**src/rtl/vcp_pkg.sv**
```systemverilog
// vcp_pkg: shared sizes and code types for the packed-lane compare unit.
// Assumes 32-bit sources, 16-bit immediates and an 8-entry predicate file.
package vcp_pkg;
    parameter int DATA_W = 32;
    parameter int IMM_W  = 16;
    parameter int PRED_N = 8;
    localparam int PIDX_W   = $clog2(PRED_N);
    localparam int SEL_W    = $clog2(DATA_W / 8);
    localparam int TRUE_IDX = PRED_N - 1;

    typedef enum logic [2:0] {
        CMP_F  = 3'd0,
        CMP_LT = 3'd1,
        CMP_EQ = 3'd2,
        CMP_LE = 3'd3,
        CMP_GT = 3'd4,
        CMP_NE = 3'd5,
        CMP_GE = 3'd6,
        CMP_T  = 3'd7
    } cond_e;

    typedef enum logic [1:0] {
        CMB_AND  = 2'd0,
        CMB_OR   = 2'd1,
        CMB_XOR  = 2'd2,
        CMB_RSVD = 2'd3
    } comb_e;
endpackage

```
**src/rtl/vcp_lane_extract.sv**
```systemverilog
// vcp_lane_extract: selects a byte or halfword lane from a word and widens it.
// Assumes DATA_W is a multiple of 32; halfword mode uses sel[0] only.
module vcp_lane_extract #(
    parameter int DATA_W = 32,
    parameter int SEL_W  = 2
) (
    input  logic [DATA_W-1:0] word_i,
    input  logic              byte_mode_i,
    input  logic [SEL_W-1:0]  sel_i,
    input  logic              signed_i,
    output logic [DATA_W-1:0] lane_o
);
    localparam int NBYTE = DATA_W / 8;

    logic [7:0]  bytes_w [NBYTE];
    logic [15:0] lo_half, hi_half, half_w;
    logic [7:0]  byte_w;

    for (genvar i = 0; i < NBYTE; i++) begin : g_byte
        assign bytes_w[i] = word_i[8*i +: 8];
    end

    assign lo_half = word_i[15:0];
    assign hi_half = word_i[31:16];

    // Pick the lane and extend it by the operand's sign flag.
    always_comb begin
        byte_w = bytes_w[sel_i];
        half_w = sel_i[0] ? hi_half : lo_half;
        if (byte_mode_i)
            lane_o = {{(DATA_W-8){signed_i & byte_w[7]}}, byte_w};
        else
            lane_o = {{(DATA_W-16){signed_i & half_w[15]}}, half_w};
    end
endmodule

```
**src/rtl/vcp_compare.sv**
```systemverilog
// vcp_compare: evaluates one integer condition on two widened operands.
// Assumes both operands are already extended to DATA_W.
module vcp_compare
    import vcp_pkg::*;
#(
    parameter int DATA_W = 32
) (
    input  logic [DATA_W-1:0] a_i,
    input  logic [DATA_W-1:0] b_i,
    input  logic              signed_i,
    input  cond_e             cond_i,
    output logic              hit_o
);
    logic lt, eq;

    // Derive less-than under the selected signedness, and equality.
    always_comb begin
        lt = signed_i ? ($signed(a_i) < $signed(b_i)) : (a_i < b_i);
        eq = (a_i == b_i);
    end

    // Map the condition code to a single result bit.
    always_comb begin
        unique case (cond_i)
            CMP_F:   hit_o = 1'b0;
            CMP_LT:  hit_o = lt;
            CMP_EQ:  hit_o = eq;
            CMP_LE:  hit_o = lt | eq;
            CMP_GT:  hit_o = ~(lt | eq);
            CMP_NE:  hit_o = ~eq;
            CMP_GE:  hit_o = ~lt;
            default: hit_o = 1'b1;
        endcase
    end
endmodule

```
**src/rtl/vcp_pred_file.sv**
```systemverilog
// vcp_pred_file: predicate registers with two write ports and one read port.
// Assumes the top entry is a constant 1; port P wins when both ports hit an entry.
module vcp_pred_file #(
    parameter int PRED_N = 8,
    parameter int PIDX_W = 3
) (
    input  logic              clk,
    input  logic              rst_n,
    input  logic              we_p_i,
    input  logic [PIDX_W-1:0] idx_p_i,
    input  logic              d_p_i,
    input  logic              we_q_i,
    input  logic [PIDX_W-1:0] idx_q_i,
    input  logic              d_q_i,
    input  logic [PIDX_W-1:0] rd_idx_i,
    output logic              rd_o,
    output logic [PRED_N-1:0] file_o
);
    for (genvar i = 0; i < PRED_N - 1; i++) begin : g_ent
        logic bit_q;
        // Hold one predicate; port P takes priority over port Q.
        always_ff @(posedge clk) begin
            if (!rst_n)
                bit_q <= 1'b0;
            else if (we_p_i && idx_p_i == PIDX_W'(i))
                bit_q <= d_p_i;
            else if (we_q_i && idx_q_i == PIDX_W'(i))
                bit_q <= d_q_i;
        end
        assign file_o[i] = bit_q;
    end

    assign file_o[PRED_N-1] = 1'b1;
    assign rd_o = file_o[rd_idx_i];
endmodule

```
**src/rtl/vcp_pred_cmp.sv**
```systemverilog
// vcp_pred_cmp: compares two packed lanes, merges with a predicate and writes
// a true/inverted pair into the predicate file. Assumes one request per cycle.
module vcp_pred_cmp
    import vcp_pkg::*;
(
    input  logic                clk,
    input  logic                rst_n,
    input  logic                valid_i,
    input  logic [DATA_W-1:0]   src_a_i,
    input  logic [DATA_W-1:0]   src_b_i,
    input  logic [IMM_W-1:0]    imm_b_i,
    input  logic                b_from_reg_i,
    input  logic                a_byte_i,
    input  logic [SEL_W-1:0]    a_sel_i,
    input  logic                a_signed_i,
    input  logic                b_byte_i,
    input  logic [SEL_W-1:0]    b_sel_i,
    input  logic                b_signed_i,
    input  logic [2:0]          cond_i,
    input  logic [1:0]          comb_i,
    input  logic [PIDX_W-1:0]   pin_idx_i,
    input  logic [PIDX_W-1:0]   dst_p_i,
    input  logic [PIDX_W-1:0]   dst_q_i,
    output logic [PRED_N-1:0]   pred_o,
    output logic                err_o
);
    logic [DATA_W-1:0] lane_a, lane_b, opnd_b;
    logic              hit, pin_val, res_p, res_q, bad, we_p, we_q, err_q;

    vcp_lane_extract #(.DATA_W(DATA_W), .SEL_W(SEL_W)) u_lane_a (
        .word_i(src_a_i), .byte_mode_i(a_byte_i), .sel_i(a_sel_i),
        .signed_i(a_signed_i), .lane_o(lane_a)
    );

    vcp_lane_extract #(.DATA_W(DATA_W), .SEL_W(SEL_W)) u_lane_b (
        .word_i(src_b_i), .byte_mode_i(b_byte_i), .sel_i(b_sel_i),
        .signed_i(b_signed_i), .lane_o(lane_b)
    );

    // Choose operand B from the register lane or the extended immediate.
    always_comb begin
        if (b_from_reg_i)
            opnd_b = lane_b;
        else
            opnd_b = {{(DATA_W-IMM_W){b_signed_i & imm_b_i[IMM_W-1]}}, imm_b_i};
    end

    vcp_compare #(.DATA_W(DATA_W)) u_cmp (
        .a_i(lane_a), .b_i(opnd_b), .signed_i(a_signed_i | b_signed_i),
        .cond_i(cond_e'(cond_i)), .hit_o(hit)
    );

    // Merge the true and inverted comparison with the input predicate.
    always_comb begin
        unique case (comb_e'(comb_i))
            CMB_AND: begin res_p = hit & pin_val;  res_q = ~hit & pin_val;  end
            CMB_OR:  begin res_p = hit | pin_val;  res_q = ~hit | pin_val;  end
            CMB_XOR: begin res_p = hit ^ pin_val;  res_q = ~hit ^ pin_val;  end
            default: begin res_p = 1'b0;           res_q = 1'b0;            end
        endcase
    end

    // Qualify the write enables; illegal requests write nothing.
    always_comb begin
        bad  = (dst_p_i == PIDX_W'(TRUE_IDX)) || (comb_e'(comb_i) == CMB_RSVD);
        we_p = valid_i && !bad;
        we_q = valid_i && !bad && (dst_q_i != PIDX_W'(TRUE_IDX));
    end

    vcp_pred_file #(.PRED_N(PRED_N), .PIDX_W(PIDX_W)) u_file (
        .clk(clk), .rst_n(rst_n),
        .we_p_i(we_p), .idx_p_i(dst_p_i), .d_p_i(res_p),
        .we_q_i(we_q), .idx_q_i(dst_q_i), .d_q_i(res_q),
        .rd_idx_i(pin_idx_i), .rd_o(pin_val), .file_o(pred_o)
    );

    // Register the one-cycle error flag for an illegal request.
    always_ff @(posedge clk) begin
        if (!rst_n)
            err_q <= 1'b0;
        else
            err_q <= valid_i && bad;
    end

    assign err_o = err_q;
endmodule

```
**config.mk**
```make
export PLATFORM = sky130hd
export DESIGN_NAME = vcp_pred_cmp
export DESIGN_NICKNAME = d
export VERILOG_FILES = /design/src/rtl/vcp_pkg.sv /design/src/rtl/vcp_lane_extract.sv /design/src/rtl/vcp_compare.sv /design/src/rtl/vcp_pred_file.sv /design/src/rtl/vcp_pred_cmp.sv
export SDC_FILE = /design/constraint.sdc
export NUM_CORES = 1
export LEC_CHECK = 0
export ABC_AREA = 1
export CORE_MARGIN = 5
export CORE_UTILIZATION = 35
export CTS_BUF_LIST = sky130_fd_sc_hd__clkbuf_4 sky130_fd_sc_hd__clkbuf_8
export CTS_CLUSTER_DIAMETER = 100
export DETAILED_ROUTE_END_ITERATION = 8
export PLACE_DENSITY = 0.68
export SLEW_MARGIN = 5
export SYNTH_ARGS = -nofsm -noshare
export SYNTH_HDL_FRONTEND = slang
export SYNTH_HIERARCHICAL = 1
export SYNTH_SLANG_ARGS = --single-unit
```
**constraint.sdc**
```tcl
create_clock -name clk -period 4.45 [get_ports clk]
set_input_delay 0.89 -clock clk [delete_from_list [all_inputs] [get_ports clk]]
set_output_delay 0.89 -clock clk [all_outputs]
set_load 0.01 [all_outputs]
```
Word level (Yosys, flattened, before mapping)
Index checks and enable logic that the tools add are counted.
{"block": "classes", "order_cmp": 5, "eq_ne": 24, "mux": 31, "n_bitwise": 19, "n_reduce_logical": 30}
{"operator": "32-bit two-way mux", "n": 3}
{"operator": "32-bit < comparator", "n": 2}
{"operator": "8-bit binary-select mux with 2-bit select", "n": 2}
{"operator": "32-bit equality test", "n": 1}
{"operator": "16-bit two-way mux", "n": 2}
{"operator": "8-bit two-way mux", "n": 4}
{"operator": "3-bit equality test, second input constant", "n": 10}
{"operator": "3-bit by 2-bit equality test with 1-bit output, second input constant", "n": 6}
{"operator": "1-bit logical AND", "n": 17}
{"operator": "1-bit two-way mux", "n": 16}
{"operator": "2-bit nonzero test", "n": 7}
{"operator": "3-bit by 1-bit equality test with 1-bit output, second input constant", "n": 3}
{"operator": "3-bit zero test", "n": 3}
{"operator": "1-bit bitwise AND", "n": 7}
{"operator": "1-bit case mux with 7 select lines", "n": 1}
{"operator": "3-bit >= comparator, second input constant", "n": 2}
{"operator": "2-bit NOT with 3-bit output", "n": 2}
{"operator": "1-bit case mux with 3 select lines", "n": 2}
{"operator": "2-bit equality test, second input constant", "n": 2}
{"operator": "3-bit by 4-bit < comparator with 1-bit output, second input constant", "n": 1}
{"operator": "1-bit NOT", "n": 4}
{"operator": "1-bit OR", "n": 4}
{"operator": "1-bit binary-select mux with 3-bit select", "n": 1}
{"operator": "3-bit inequality test, second input constant", "n": 1}
{"operator": "other kinds (5)", "n": 6}
{"block": "word_totals", "register_bits": 8, "in_bits": 106}

Depth between registers and ports, before layout
{"block": "depth", "ltp_word": 17, "ltp_mapped": 35, "ltp_nobuf": 33}

Hierarchy
The synthesis kept the hierarchy.
{"mod": "vcp_lane_extract", "n_inst": 2, "cells_per_inst": 149, "area_per_inst_um2": 740.7}
{"mod": "vcp_compare", "n_inst": 1, "cells_per_inst": 170, "area_per_inst_um2": 988.4}
{"mod": "vcp_pred_file", "n_inst": 1, "cells_per_inst": 109, "area_per_inst_um2": 616.8}
{"mod": "vcp_pred_cmp", "n_inst": 1, "cells_per_inst": 114, "area_per_inst_um2": 546.8}

Worst setup path after synthesis
OpenSTA, ideal clock, no wires.
{"block": "synth_path", "kind": "in2reg", "startpoint": "input b_sel_i[0]", "endpoint": "register u_file.g_ent[1].bit_q", "arrival_ps": 4002, "required_time_ps": 4336, "setup_slack_ps": 334, "path_stages": 29, "path_cell_list": "buf_6 > inv_6 > nand2_1 > nand3_2 > nand4_4 > nand2_1 > buf_4 > nand2_1 > nand2_1 > inv_1 > ha_1 > a21oi_1 > o21a_1 > nand2_1 > a21oi_2 > nand3_1 > nand3_1 > nand2_1 > nand2_1 > inv_1 > nand2_1 > inv_1 > ha_1 > nand3b_1 > nand3_1 > inv_1 > nand3_1 > a21oi_1 > nor2_1"}
{"block": "synth_between", "elab_chain_cells": 17}
{"element": "from (decl)", "line": "vcp_pred_cmp.sv:17", "rtl": "input logic [SEL_W-1:0] b_sel_i,"}
{"element": "2-bit NOT with 3-bit output (not written as such)", "line": "vcp_lane_extract.sv:28", "rtl": "byte_w = bytes_w[sel_i];"}
{"element": "8-bit binary-select mux with 2-bit select", "line": "vcp_lane_extract.sv:28"}
{"element": "8-bit two-way mux (not written as such) (2 in a row)", "line": "vcp_lane_extract.sv:28"}
{"element": "1-bit bitwise AND", "line": "vcp_lane_extract.sv:31", "rtl": "lane_o = {{(DATA_W-8){signed_i & byte_w[7]}}, byte_w};"}
{"element": "32-bit two-way mux (*)", "line": "vcp_lane_extract.sv:30", "rtl": "if (byte_mode_i)"}
{"element": "net lane_b[16]", "line": "vcp_pred_cmp.sv:27", "rtl": "logic [DATA_W-1:0] lane_a, lane_b, opnd_b;"}
{"element": "32-bit two-way mux (*)", "line": "vcp_pred_cmp.sv:42", "rtl": "if (b_from_reg_i)"}
{"element": "32-bit < comparator", "line": "vcp_compare.sv:18", "rtl": "lt = signed_i ? ($signed(a_i) < $signed(b_i)) : (a_i < b_i);"}
{"element": "[... 3 more ...]"}
{"element": "1-bit case mux with 7 select lines (*)", "line": "vcp_compare.sv:24", "rtl": "unique case (cond_i)"}
{"element": "net hit", "line": "vcp_pred_cmp.sv:28", "rtl": "logic hit, pin_val, res_p, res_q, bad, we_p, we_q, err_q;"}
{"element": "1-bit NOT (*)", "line": "vcp_pred_cmp.sv:56, vcp_pred_cmp.sv:57, vcp_pred_cmp.sv:58"}
{"element": "1-bit bitwise XOR (tied with other cells)", "line": "vcp_pred_cmp.sv:58", "rtl": "CMB_XOR: begin res_p = hit ^ pin_val; res_q = ~hit ^ pin_val; end"}
{"element": "1-bit case mux with 3 select lines (*)", "line": "vcp_pred_cmp.sv:55", "rtl": "unique case (comb_e'(comb_i))"}
{"element": "net res_q", "line": "vcp_pred_cmp.sv:28"}
{"element": "1-bit two-way mux (*)", "line": "vcp_pred_file.sv:27", "rtl": "else if (we_q_i && idx_q_i == PIDX_W'(i))"}
{"element": "1-bit two-way mux (*)", "line": "vcp_pred_file.sv:25", "rtl": "else if (we_p_i && idx_p_i == PIDX_W'(i))"}
{"element": "to (signal assigned)", "line": "vcp_pred_file.sv:26", "rtl": "bit_q <= d_p_i;"}
{"element": "to (signal assigned)", "line": "vcp_pred_file.sv:28", "rtl": "bit_q <= d_q_i;"}
{"element": "to (decl)", "line": "vcp_pred_file.sv:20", "rtl": "logic bit_q;"}
The timed path passes the listed nets; every way through them passes the cells marked *. The select of a mux whose other input is x is not followed.
A chain may end at the register's enable or synchronous reset.

Final worst setup path
{"block": "layout_path", "startpoint": "input src_b_i[31]", "endpoint": "register u_file.g_ent[3].bit_q"}
{"block": "layout_between", "elab_chain_cells": 16}
{"element": "from (decl)", "line": "vcp_pred_cmp.sv:10", "rtl": "input logic [DATA_W-1:0] src_b_i,"}
{"element": "8-bit binary-select mux with 2-bit select", "line": "vcp_lane_extract.sv:28"}
{"element": "8-bit two-way mux (not written as such) (2 in a row)", "line": "vcp_lane_extract.sv:28"}
{"element": "1-bit bitwise AND", "line": "vcp_lane_extract.sv:31"}
{"element": "32-bit two-way mux (*)", "line": "vcp_lane_extract.sv:30"}
{"element": "net lane_b[16]", "line": "vcp_pred_cmp.sv:27"}
{"element": "32-bit two-way mux (*)", "line": "vcp_pred_cmp.sv:42"}
{"element": "32-bit < comparator", "line": "vcp_compare.sv:18"}
{"element": "1-bit two-way mux", "line": "vcp_compare.sv:18"}
{"element": "[... 2 more ...]"}
{"element": "1-bit case mux with 7 select lines (*)", "line": "vcp_compare.sv:24"}
{"element": "net hit", "line": "vcp_pred_cmp.sv:28"}
{"element": "1-bit NOT (*)", "line": "vcp_pred_cmp.sv:56, vcp_pred_cmp.sv:57, vcp_pred_cmp.sv:58"}
{"element": "1-bit bitwise XOR (tied with other cells)", "line": "vcp_pred_cmp.sv:58"}
{"element": "1-bit case mux with 3 select lines (*)", "line": "vcp_pred_cmp.sv:55"}
{"element": "net res_q", "line": "vcp_pred_cmp.sv:28"}
{"element": "1-bit two-way mux (*)", "line": "vcp_pred_file.sv:27"}
{"element": "1-bit two-way mux (*)", "line": "vcp_pred_file.sv:25"}
{"element": "to (signal assigned)", "line": "vcp_pred_file.sv:26"}
{"element": "to (signal assigned)", "line": "vcp_pred_file.sv:28"}
{"element": "to (decl)", "line": "vcp_pred_file.sv:20"}
Marks and branches as above.

==> flow_summary.ini <==
[yosys]
ys_types = 34
yosys_warnings = 6
netlist_area_sq_um = 3630
syn_nets = 833
ys_ff_latch = 8
yosysSeqAreaShare_pct = 4.41
synth_cells = 691
syn_avg_cell_area_sq_um = 5.26

[global_route]
grt_pass1_wl_um = 17200
grt-ovfl-total = 0
grt_usage_pct = 15.6
grt_max_degree = 26
grt_pass1_vias = 4119
antenna_found_initial = 0

[setup_path]
crit_arrival_ns = 4.36
start_kind = input port
max_stage_delay_ns = 0.47
worstSetupPathType = input port to flop
crit_path_frequent_cell = nand2_1
rr_worst_depth = 11
end_kind = flop
cp.required_ns = 4.62
worst-path-max-fanout = 8
crit_slowest_cell = clkdlybuf4s50_1

[cts]
clk_path_buf_depth = 2
htreeDepth = 1
cts_tree = done
cts_buffers = 3
clock_sinks = 8
clk_pin_slew_ns = 0.04
insertion_delay_ns = 0.22
cts_root_buf = clkbuf_8
cts_hold_buf = 0

[placed_design]
portBuffers = 113
gp_congestion = 0.881
dp_hpwl_um = 8420

[detailed_routing]
drc = 0
drt-pass1-iter-count = 4
vias_per_cell = 4.56
totalWireLength_um = 10100
drt-initial-drc-count = 156
num_vias = 4170
wl_per_cell_um = 11.0
drtAntennaViolNets = 0

[sta]
whs_ns = 0.516
min_period_ns = 4.19
maxSlewViolCount = 0
hold_viol = 0
setup_tns_ns = 0
fin_crit_sh_pct = 94.2
setup_viol = 0
clock_skew_ns = 0.00249
max_freq_mhz = 239

[final_layout]
mostFrequentLayoutCell = nand2_1
fin_nets = 922
final_layout_size_suffix_gt1_share_pct = 11.6
area_growth_pct = 35.1
num_antenna_cells = 0
mostFrequentLayoutCells = nand2_1, clkdlybuf4s50_1, nand3_1

[power]
ir_drop_mv = 0.0792
p_leak_nw = 2.71
powerDensity_nw_per_um2 = 138

[job]
drv_cap = 0

[die]
dieWidth_um = 112
die_h_um = 112
boundaryPins = 115
num_rows = 37
core_area_sq_um = 10200
initial_core_util_pct = 35.5
die_area_sq_um = 12500

[run_status]
outcome = completed

[worst_hold_path]
min_path_type = flop to flop
hold-path-cell-count = 2
-- sequential cells by signal, summed over array words and instances, names as in the netlist --
signal and count:
err_o 1, u_file/g_ent.bit_q 7
-- synthesized netlist by cell type, drive strengths merged --
library cell | number | area share (%)
o21a | 2 | 0.41
a21oi | 19 | 2.7
nand4 | 8 | 2.4
conb | 1 | 0.10
o211ai | 2 | 0.41
buf | 60 | 13
o21ai | 12 | 1.8
and3 | 1 | 0.17
nand3 | 74 | 11
or2 | 2 | 0.34
clkinv | 1 | 0.10
nor2 | 36 | 4.1
nand2 | 349 | 37
inv | 74 | 8.1
a21o | 1 | 0.21
nand3b | 3 | 0.62
ha | 36 | 12
a31o | 1 | 0.24
dfxtp | 8 | 4.4
nor3 | 1 | 0.14
-- final timing paths --
kind                    startpoint                     to  slack (ns)
max                    src_b_i[31]  u_file/g_ent[3].bit_q        0.26
min          u_file/g_ent[2].bit_q  u_file/g_ent[2].bit_q        0.52
max reg2reg  u_file/g_ent[5].bit_q  u_file/g_ent[3].bit_q        2.28
min reg2reg  u_file/g_ent[2].bit_q  u_file/g_ent[2].bit_q        0.52
-- cell families (layout without fill, tap and decap cells) --
group	after synthesis	in the layout	share of synthesized area (%)
AO/OA/AOI/OAI	37	37	5.75
flip-flops	8	8	4.41
adder cells (fa/ha/maj)	36	36	12.4
other	1	1	0.103
AND/OR/NAND/NOR	474	474	55.8
buffers and inverters	135	222	21.6
-- per-stage QoR --
stage / instances / total power, mW / setup WS [ns] / utilization [%] / cell area (sq um)
after floorplan: 691 / 0.412 / 0.334 / - / 3630
final: 914 / 0.679 / 0.259 / 48.0 / 4910
after CTS: 912 / 0.661 / 0.0387 / 46.5 / 4760
after detailed placement: 909 / 0.571 / -0.183 / 46.1 / 4710
after global routing: 914 / 0.762 / -0.0278 / 48.0 / 4910
after global placement: 909 / 0.566 / -0.105 / 46.1 / 4710
-- what timing repair did --
action / in CTS / in global routing
resized for setup: 0 / 31
setup buffers: 0 / 1
endpoints found under the setup margin: 0 / 7
-- power by group --
group	total, mW	leakage, nW	switching (mW)	internal, mW
clock network	0.0860	0.0216	0.0275	0.0585
logic	0.516	2.62	0.266	0.250
registers	0.0774	0.0650	0.00222	0.0752
total	0.679	2.71	0.296	0.384
-- area by class of cell --
| cell class | count | area, sq um |
|---|---|---|
| clock buffers | 3 | 41.3 |
| fillers | 1091 | 5320 |
| inverters | 75 | 297 |
| multi-input cells | 548 | 2780 |
| flip-flops and latches | 8 | 160 |
| well taps | 136 | 170 |
| repair buffers | 144 | 1460 |
-- per-layer routing --
layer	track usage (%)	share of wire, %
met5	0	0
met4	2.84	0.75
met3	1.79	4.3
met2	29.0	50
met1	19.3	44
-- worst max-delay path, delay by kind of cell --
kind | cells | cell delay, ns
buf+inv | 7 | 0.96
fa+ha+maj | 2 | 0.45
simple gates | 22 | 1.86
compound gates | 1 | 0.17
Power figures use the tool's default switching activity.
